### src/rtl/ftd_pkg.sv
// Package: shared constants and types for the flash timing tick divider.
// Assumes the register layout {flag, prescale enable, divider} with the flag on top.
package ftd_pkg;
    // Default width of the programmable divider field.
    localparam int FTD_DIV_W    = 6;
    // Default log2 of the fixed prescale factor (3 -> divide by 8).
    localparam int FTD_PRE_LOG2 = 3;

    // Prescaler selection decoded from the prescale enable bit.
    typedef enum logic {
        PRE_BYPASS = 1'b0,
        PRE_FIXED  = 1'b1
    } ftd_pre_mode_e;
endpackage

### src/rtl/ftd_cfg_reg.sv
// Module: configuration register with a sticky "written" flag.
// Bits below the top bit are plain read/write storage. The top bit is set by any
// write and is cleared only by reset. A single-cycle write strobe is assumed.
module ftd_cfg_reg #(
    parameter int DIV_W = 6,
    localparam int REG_W = DIV_W + 2
) (
    input  logic                 clk,
    input  logic                 rst_n,
    input  logic                 wr_en,
    input  logic [REG_W-1:0]     wr_data,
    output logic                 loaded,
    output ftd_pkg::ftd_pre_mode_e pre_mode,
    output logic [DIV_W-1:0]     div_val,
    output logic [REG_W-1:0]     rd_data
);
    logic [REG_W-2:0] cfg_q;
    logic             flag_q;

    // Store the writable bits; the top data bit is dropped.
    always_ff @(posedge clk) begin
        if (!rst_n) begin
            cfg_q <= '0;
        end else if (wr_en) begin
            cfg_q <= wr_data[REG_W-2:0];
        end
    end

    // Sticky written flag: set on any write, cleared only by reset.
    always_ff @(posedge clk) begin
        if (!rst_n) begin
            flag_q <= 1'b0;
        end else if (wr_en) begin
            flag_q <= 1'b1;
        end
    end

    // Decode fields for the counting stages.
    always_comb begin
        loaded   = flag_q;
        pre_mode = ftd_pkg::ftd_pre_mode_e'(cfg_q[REG_W-2]);
        div_val  = cfg_q[DIV_W-1:0];
        rd_data  = {flag_q, cfg_q};
    end
endmodule

### src/rtl/ftd_prescaler.sv
// Module: optional fixed power-of-two prescaler.
// Emits a step strobe that is either every running cycle (bypass) or one in
// 2**PRE_LOG2 cycles. The counter is cleared by restart and held while idle.
// PRE_LOG2 = 0 builds a pure pass-through.
module ftd_prescaler #(
    parameter int PRE_LOG2 = 3
) (
    input  logic                   clk,
    input  logic                   rst_n,
    input  logic                   run,
    input  logic                   restart,
    input  ftd_pkg::ftd_pre_mode_e pre_mode,
    output logic                   step
);
    generate
        if (PRE_LOG2 > 0) begin : g_pre
            logic [PRE_LOG2-1:0] pcnt_q;
            logic                use_pre;

            // Select whether the fixed stage is active.
            always_comb use_pre = (pre_mode == ftd_pkg::PRE_FIXED);

            // Count input cycles while the fixed stage is active; clear otherwise.
            always_ff @(posedge clk) begin
                if (!rst_n) begin
                    pcnt_q <= '0;
                end else if (restart || !run || !use_pre) begin
                    pcnt_q <= '0;
                end else begin
                    pcnt_q <= pcnt_q + 1'b1;
                end
            end

            // Strobe on the last count of the fixed stage, or every cycle in bypass.
            always_comb step = run && (!use_pre || (pcnt_q == '1));
        end else begin : g_nopre
            logic unused_in;
            // No fixed stage: every running cycle is a step.
            always_comb begin
                step      = run;
                unused_in = clk ^ rst_n ^ restart ^ pre_mode;
            end
        end
    endgenerate
endmodule

### src/rtl/ftd_divider.sv
// Module: programmable modulo-(limit+1) divider driven by a step strobe.
// The pulse goes out in the step in which the counter sits at the limit.
// A restart returns the counter to zero on the same edge.
module ftd_divider #(
    parameter int DIV_W = 6
) (
    input  logic             clk,
    input  logic             rst_n,
    input  logic             restart,
    input  logic             step,
    input  logic [DIV_W-1:0] limit,
    output logic             pulse
);
    logic [DIV_W-1:0] dcnt_q;
    logic             at_limit;

    // Compare the count with the programmed limit.
    always_comb at_limit = (dcnt_q == limit);

    // Advance on each step and wrap after the limit; restart clears.
    always_ff @(posedge clk) begin
        if (!rst_n) begin
            dcnt_q <= '0;
        end else if (restart) begin
            dcnt_q <= '0;
        end else if (step) begin
            dcnt_q <= at_limit ? '0 : dcnt_q + 1'b1;
        end
    end

    // One pulse per wrap.
    always_comb pulse = step && at_limit;
endmodule

### src/rtl/flash_tick_divider.sv
// Module: top of the flash timing tick divider.
// Register write port, prescaler and divider chain, one-cycle tick output.
// Counting runs only once the register has been written. Each write restarts both stages.
module flash_tick_divider #(
    parameter int DIV_W    = ftd_pkg::FTD_DIV_W,
    parameter int PRE_LOG2 = ftd_pkg::FTD_PRE_LOG2,
    localparam int REG_W   = DIV_W + 2
) (
    input  logic             clk,
    input  logic             rst_n,
    input  logic             wr_en,
    input  logic [REG_W-1:0] wr_data,
    output logic [REG_W-1:0] rd_data,
    output logic             tick,
    output logic             cfg_done
);
    logic                   loaded;
    ftd_pkg::ftd_pre_mode_e pre_mode;
    logic [DIV_W-1:0]       div_val;
    logic                   pre_step;

    ftd_cfg_reg #(.DIV_W(DIV_W)) u_reg (
        .clk      (clk),
        .rst_n    (rst_n),
        .wr_en    (wr_en),
        .wr_data  (wr_data),
        .loaded   (loaded),
        .pre_mode (pre_mode),
        .div_val  (div_val),
        .rd_data  (rd_data)
    );

    ftd_prescaler #(.PRE_LOG2(PRE_LOG2)) u_pre (
        .clk      (clk),
        .rst_n    (rst_n),
        .run      (loaded),
        .restart  (wr_en),
        .pre_mode (pre_mode),
        .step     (pre_step)
    );

    ftd_divider #(.DIV_W(DIV_W)) u_div (
        .clk      (clk),
        .rst_n    (rst_n),
        .restart  (wr_en),
        .step     (pre_step),
        .limit    (div_val),
        .pulse    (tick)
    );

    // Mirror the written flag on its own pin.
    always_comb cfg_done = loaded;
endmodule

### config.mk
export PLATFORM = sky130hd
export DESIGN_NAME = flash_tick_divider
export DESIGN_NICKNAME = d
export VERILOG_FILES = /design/src/rtl/ftd_pkg.sv /design/src/rtl/ftd_cfg_reg.sv /design/src/rtl/ftd_prescaler.sv /design/src/rtl/ftd_divider.sv /design/src/rtl/flash_tick_divider.sv
export SDC_FILE = /design/constraint.sdc
export NUM_CORES = 1
export LEC_CHECK = 0
export BUFFER_PORTS_ARGS = -buffer_cell sky130_fd_sc_hd__buf_4
export CORE_ASPECT_RATIO = 1.1
export CORE_MARGIN = 2
export CORE_UTILIZATION = 45
export CTS_CLUSTER_DIAMETER = 80
export DETAILED_ROUTE_END_ITERATION = 16
export PLACE_DENSITY_LB_ADDON = 0.3
export SLEW_MARGIN = 20
export SYNTH_ARGS = -nofsm -noshare
export SYNTH_HDL_FRONTEND = slang
export SYNTH_HIERARCHICAL = 1
export SYNTH_SLANG_ARGS = --single-unit
### constraint.sdc
create_clock -name clk -period 2 [get_ports clk]
set_input_delay 0.4 -clock clk [delete_from_list [all_inputs] [get_ports clk]]
set_output_delay 0.4 -clock clk [all_outputs]
set_load 0.02 [all_outputs]
Yosys cells after proc, flatten, opt, wreduce, memory -nomap -nowiden
Cells that the tools add are included.

Add/subtract/negate cells: 2. Equal/unequal tests: 2. Mux-type cells: 1. Bitwise operators: 1. Reduce and logical (&&, ||, !) cells: 9.

Operators by type and width (count): adder 6 x 1 -> 6 bit (second input constant) (1); == test 6 bit (1); 2-to-1 mux 6 bit (1); OR reduction 2 bit (2); adder 3 x 1 -> 3 bit (second input constant) (1); == test 3 bit (second input constant) (1); logical OR 1 bit (3); logical AND 1 bit (2); logical NOT 1 bit (2); inverter 1 bit (1).

Bits in registers: 17. Bits of input ports: 11. Output and inout bits: 10. Logic and storage cells: 19.

Longest topological paths before layout
Depth after elaboration: 4. Depth in mapped cells: 8. Gate-level depth less buffers: 7.

Modules after synthesis
Netlist, hierarchy kept.

Modules (own cells, without submodules): ftd_divider (instances 1, cells each 37, area an instance 374.1 um^2); ftd_cfg_reg (instances 1, cells each 32, area an instance 352.8 um^2); ftd_prescaler (instances 1, cells each 11, area an instance 127.6 um^2).

Least setup slack after synthesis
Ideal clock, no wire load.

Kind: reg2out. Start: register u_pre.g_pre.pcnt_q[0]. End: output tick. Data arrival time: 1430 ps. Slack: 170 ps. Stages on the path, launching flop included: 9. Path buffers: 2. Path through: dfxtp_1 ha_1 ha_1 inv_1 a21boi_0 buf_4 and4_4 buf_6 and2_2.

Longest elaborated chain between the ends: 4.

Ends and longest elaborated chain: from (decl) (RTL line ftd_prescaler.sv:17) `logic [PRE_LOG2-1:0] pcnt_q;`; from (signal assigned) (RTL line ftd_prescaler.sv:30) `pcnt_q <= pcnt_q + 1'b1;`; == test 3 bit (RTL line ftd_prescaler.sv:35) `always_comb step = run && (!use_pre || (pcnt_q == '1));`; logical OR 1 bit (RTL line ftd_prescaler.sv:35); logical AND 1 bit (RTL line ftd_prescaler.sv:35); named net pre_step (RTL line flash_tick_divider.sv:20) `logic pre_step;`; logical AND 1 bit (RTL line ftd_divider.sv:32) `always_comb pulse = step && at_limit;`; to (decl) (RTL line flash_tick_divider.sv:14) `output logic tick,`.

The timed path passes the listed nets, and every way through them passes these cells.

Worst setup path in the final report
Start: register u_pre.g_pre.pcnt_q[1]. End: output tick.

Same word-level chain as after synthesis.

==> flow_summary.json <==
{
  "period_share_pct": 96.5,
  "hold_violations": 0,
  "dp.cells": 109,
  "layout.cells.non_filler": 114,
  "io_pins": 21,
  "ys_async_sr_fraction_pct": 0,
  "numClockSinks": 17,
  "drv_slew": 0,
  "netlist_instances": 80,
  "dr.first_iter.drc_count": 1,
  "skew_ns": 0.00230,
  "port_buffers": 19,
  "die_h_um": 49.7,
  "dp_hpwl_um": 965,
  "numCtsBuffers": 3,
  "worst_ep_arrival_time_ns": 1.53,
  "gp_congestion": 0.744,
  "core_um2": 1780,
  "diodes": 0,
  "critPathRequiredTime_ns": 1.60,
  "avgViaCountPerCell": 5.10,
  "end_kind": "primary output",
  "finalWirelength_um": 1310,
  "ys_types": 25,
  "vias": 581,
  "vdd_drop_max_mv": 0.503,
  "worst_slew_pin_slew_ns": 0.251,
  "grt_pass1_wl_um": 2210,
  "fmax_mhz": 518,
  "hold_class": "in2reg",
  "setup_viol": 0,
  "layout-drive-gt1-share_pct": 39.6,
  "criticalPathCategory": "reg2out",
  "place_ws_ns": 0.104,
  "leakage_uw": 0.000438,
  "synth-seq-area-share_pct": 39.8,
  "die_w_um": 45.6,
  "relSlewSlack_pct": 83.3,
  "grt_pass1_vias": 555,
  "yosys_warnings": 6,
  "crit_fanout": 2,
  "syn_nets": 94,
  "nNetsFinal": 111,
  "postSynthAreaPerCell_um2": 10.7,
  "ant_nets": 0,
  "ys_ff_latch": 17,
  "gr-total-overflow": 0,
  "p_per_area_nw_per_um2": 645,
  "drt-pass1-iter-count": 2,
  "maxCapViolCount": 0,
  "rows": 16,
  "synth-edff-count": 0,
  "start_kind": "register",
  "place_area_um2": 952,
  "synth_ff_type": "dfxtp_1",
  "area_growth_pct": 19.8,
  "fin_util_pct": 57.4,
  "grt_max_degree": 11,
  "grtUsageTotal_pct": 13.4,
  "fin_crit_ns": 1.93,
  "cts_max_level": 1,
  "wl_per_cell_um": 11.5,
  "synth_area_um2": 855,
  "initial_core_util_pct": 48.0,
  "status": "completed",
  "drc": 0,
  "die_area_um2": 2260,
  "clk_pin_slew_ns": 0.10,
  "clk_latency_ns": 0.29,
  "antenna_found_initial": 0,
  "cts-root-buf": "clkbuf_4",
  "fin_ws_ns": 0.0693,
  "clock_tree.buffer_depth": 2,
  "cts_tree": "built",
  "final_cell_area_um2": 1020
}
## where the power goes
group | total, uW | internal [uW] | switching (uW)
clock network | 184 | 74.4 | 109
logic | 115 | 60.8 | 54.6
registers | 361 | 350 | 11.1
## sequential cells by signal, indices dropped and copies added (netlist names)
register and cells:
u_reg/cfg_q 7, u_div/dcnt_q 6, u_pre/g_pre.pcnt_q 3, u_reg/loaded 1
## metal layers
layer	vias to the layer above	global-route usage (%)	routed length, um
met5	-	0	0
li1	307	-	-
met4	0	7.84	22
met1	263	16.6	619
met2	7	20.4	631
met3	4	3.30	34
## worst max-delay path: stages (launching register included)
cell and delay (ns):
dfxtp_2 0.35, ha_4 0.13, ha_4 0.11, inv_2 0.03, a21boi_2 0.14, and4_4 0.23
and2_4 0.14, buf_6 0.10
## cell usage after synthesis, types with 2 or more instances
master | number | area [um2]
dfxtp_1 | 17 | 340
buf_4 | 9 | 67.6
mux2i_1 | 8 | 80.1
nor2b_1 | 7 | 43.8
xor2_1 | 6 | 52.6
a211oi_1 | 5 | 37.5
xnor2_1 | 4 | 35.0
ha_1 | 3 | 37.5
and2_1 | 2 | 12.5
buf_6 | 2 | 22.5
nand3_1 | 2 | 10.0
nand4_1 | 2 | 12.5
## layout by cell type, fill, tap and decap left out, drive strengths merged
cell / count
a211oi: 5
a21boi: 1
a221oi: 1
and2: 3
and4: 1
and4b: 1
buf: 23
clkbuf: 3
clkinv: 1
dfxtp: 17
ha: 3
inv: 1
mux2i: 8
nand2: 1
nand2b: 1
nand3: 2
nand4: 2
nor2b: 8
nor3: 1
o21a: 1
o21ai: 1
or3: 1
xnor2: 4
xor2: 6
## final cells by class
cell class / count / area [um2]
timing repair buffer: 23 / 176
tap: 18 / 22.5
multi-input combinational: 51 / 450
sequential: 17 / 343
clock buffer: 3 / 22.5
clock inverter: 1 / 5.00
inverter: 1 / 3.75
fill: 169 / 758
## cell families (layout without fill, tap and decap cells)
logic type | Yosys count | count (layout) | share of synthesized area (%)
buffers and inverters | 12 | 28 | 11.0
AO/OA/AOI/OAI | 9 | 9 | 8.49
adder cells (fa/ha/maj) | 3 | 3 | 4.39
AND/OR/NAND/NOR | 21 | 21 | 16.7
multiplexers | 8 | 8 | 9.37
flip-flops | 17 | 17 | 39.8
XOR/XNOR | 10 | 10 | 10.2
## through the flow
stage | setup TNS, ns | hold slack, ns | total power [uW]
after CTS | 0 | 0.357 | 662
after global placement | 0 | 0.419 | 480
after global routing | -0.0130 | 0.347 | 692
final | 0 | 0.363 | 660
after detailed placement | 0 | 0.424 | 481
after floorplan | 0 | 0.411 | 449
## path summary, 6_finish.rpt
check,startpoint,to,slack [ns],cells after the start
worst max register to register,u_pre/g_pre.pcnt_q[1]$_SDFF_PP0_,u_div/dcnt_q[5]$_SDFFE_PP0P_,0.29,8
worst min-delay path,wr_data[6],u_reg/cfg_q[6]$_SDFFE_PN0P_,0.36,3
worst min register to register,u_pre/g_pre.pcnt_q[0]$_SDFF_PP0_,u_pre/g_pre.pcnt_q[0]$_SDFF_PP0_,0.51,2
worst max-delay path,u_pre/g_pre.pcnt_q[1]$_SDFF_PP0_,tick,0.07,7
## what timing repair did
item	in CTS	in global routing
pin swaps	0	2
resized for setup	3	8
hold buffers	0	0
setup buffers	1	0
endpoints found under the setup margin	1	1
Note: power is estimated with default switching activity, not from simulation.
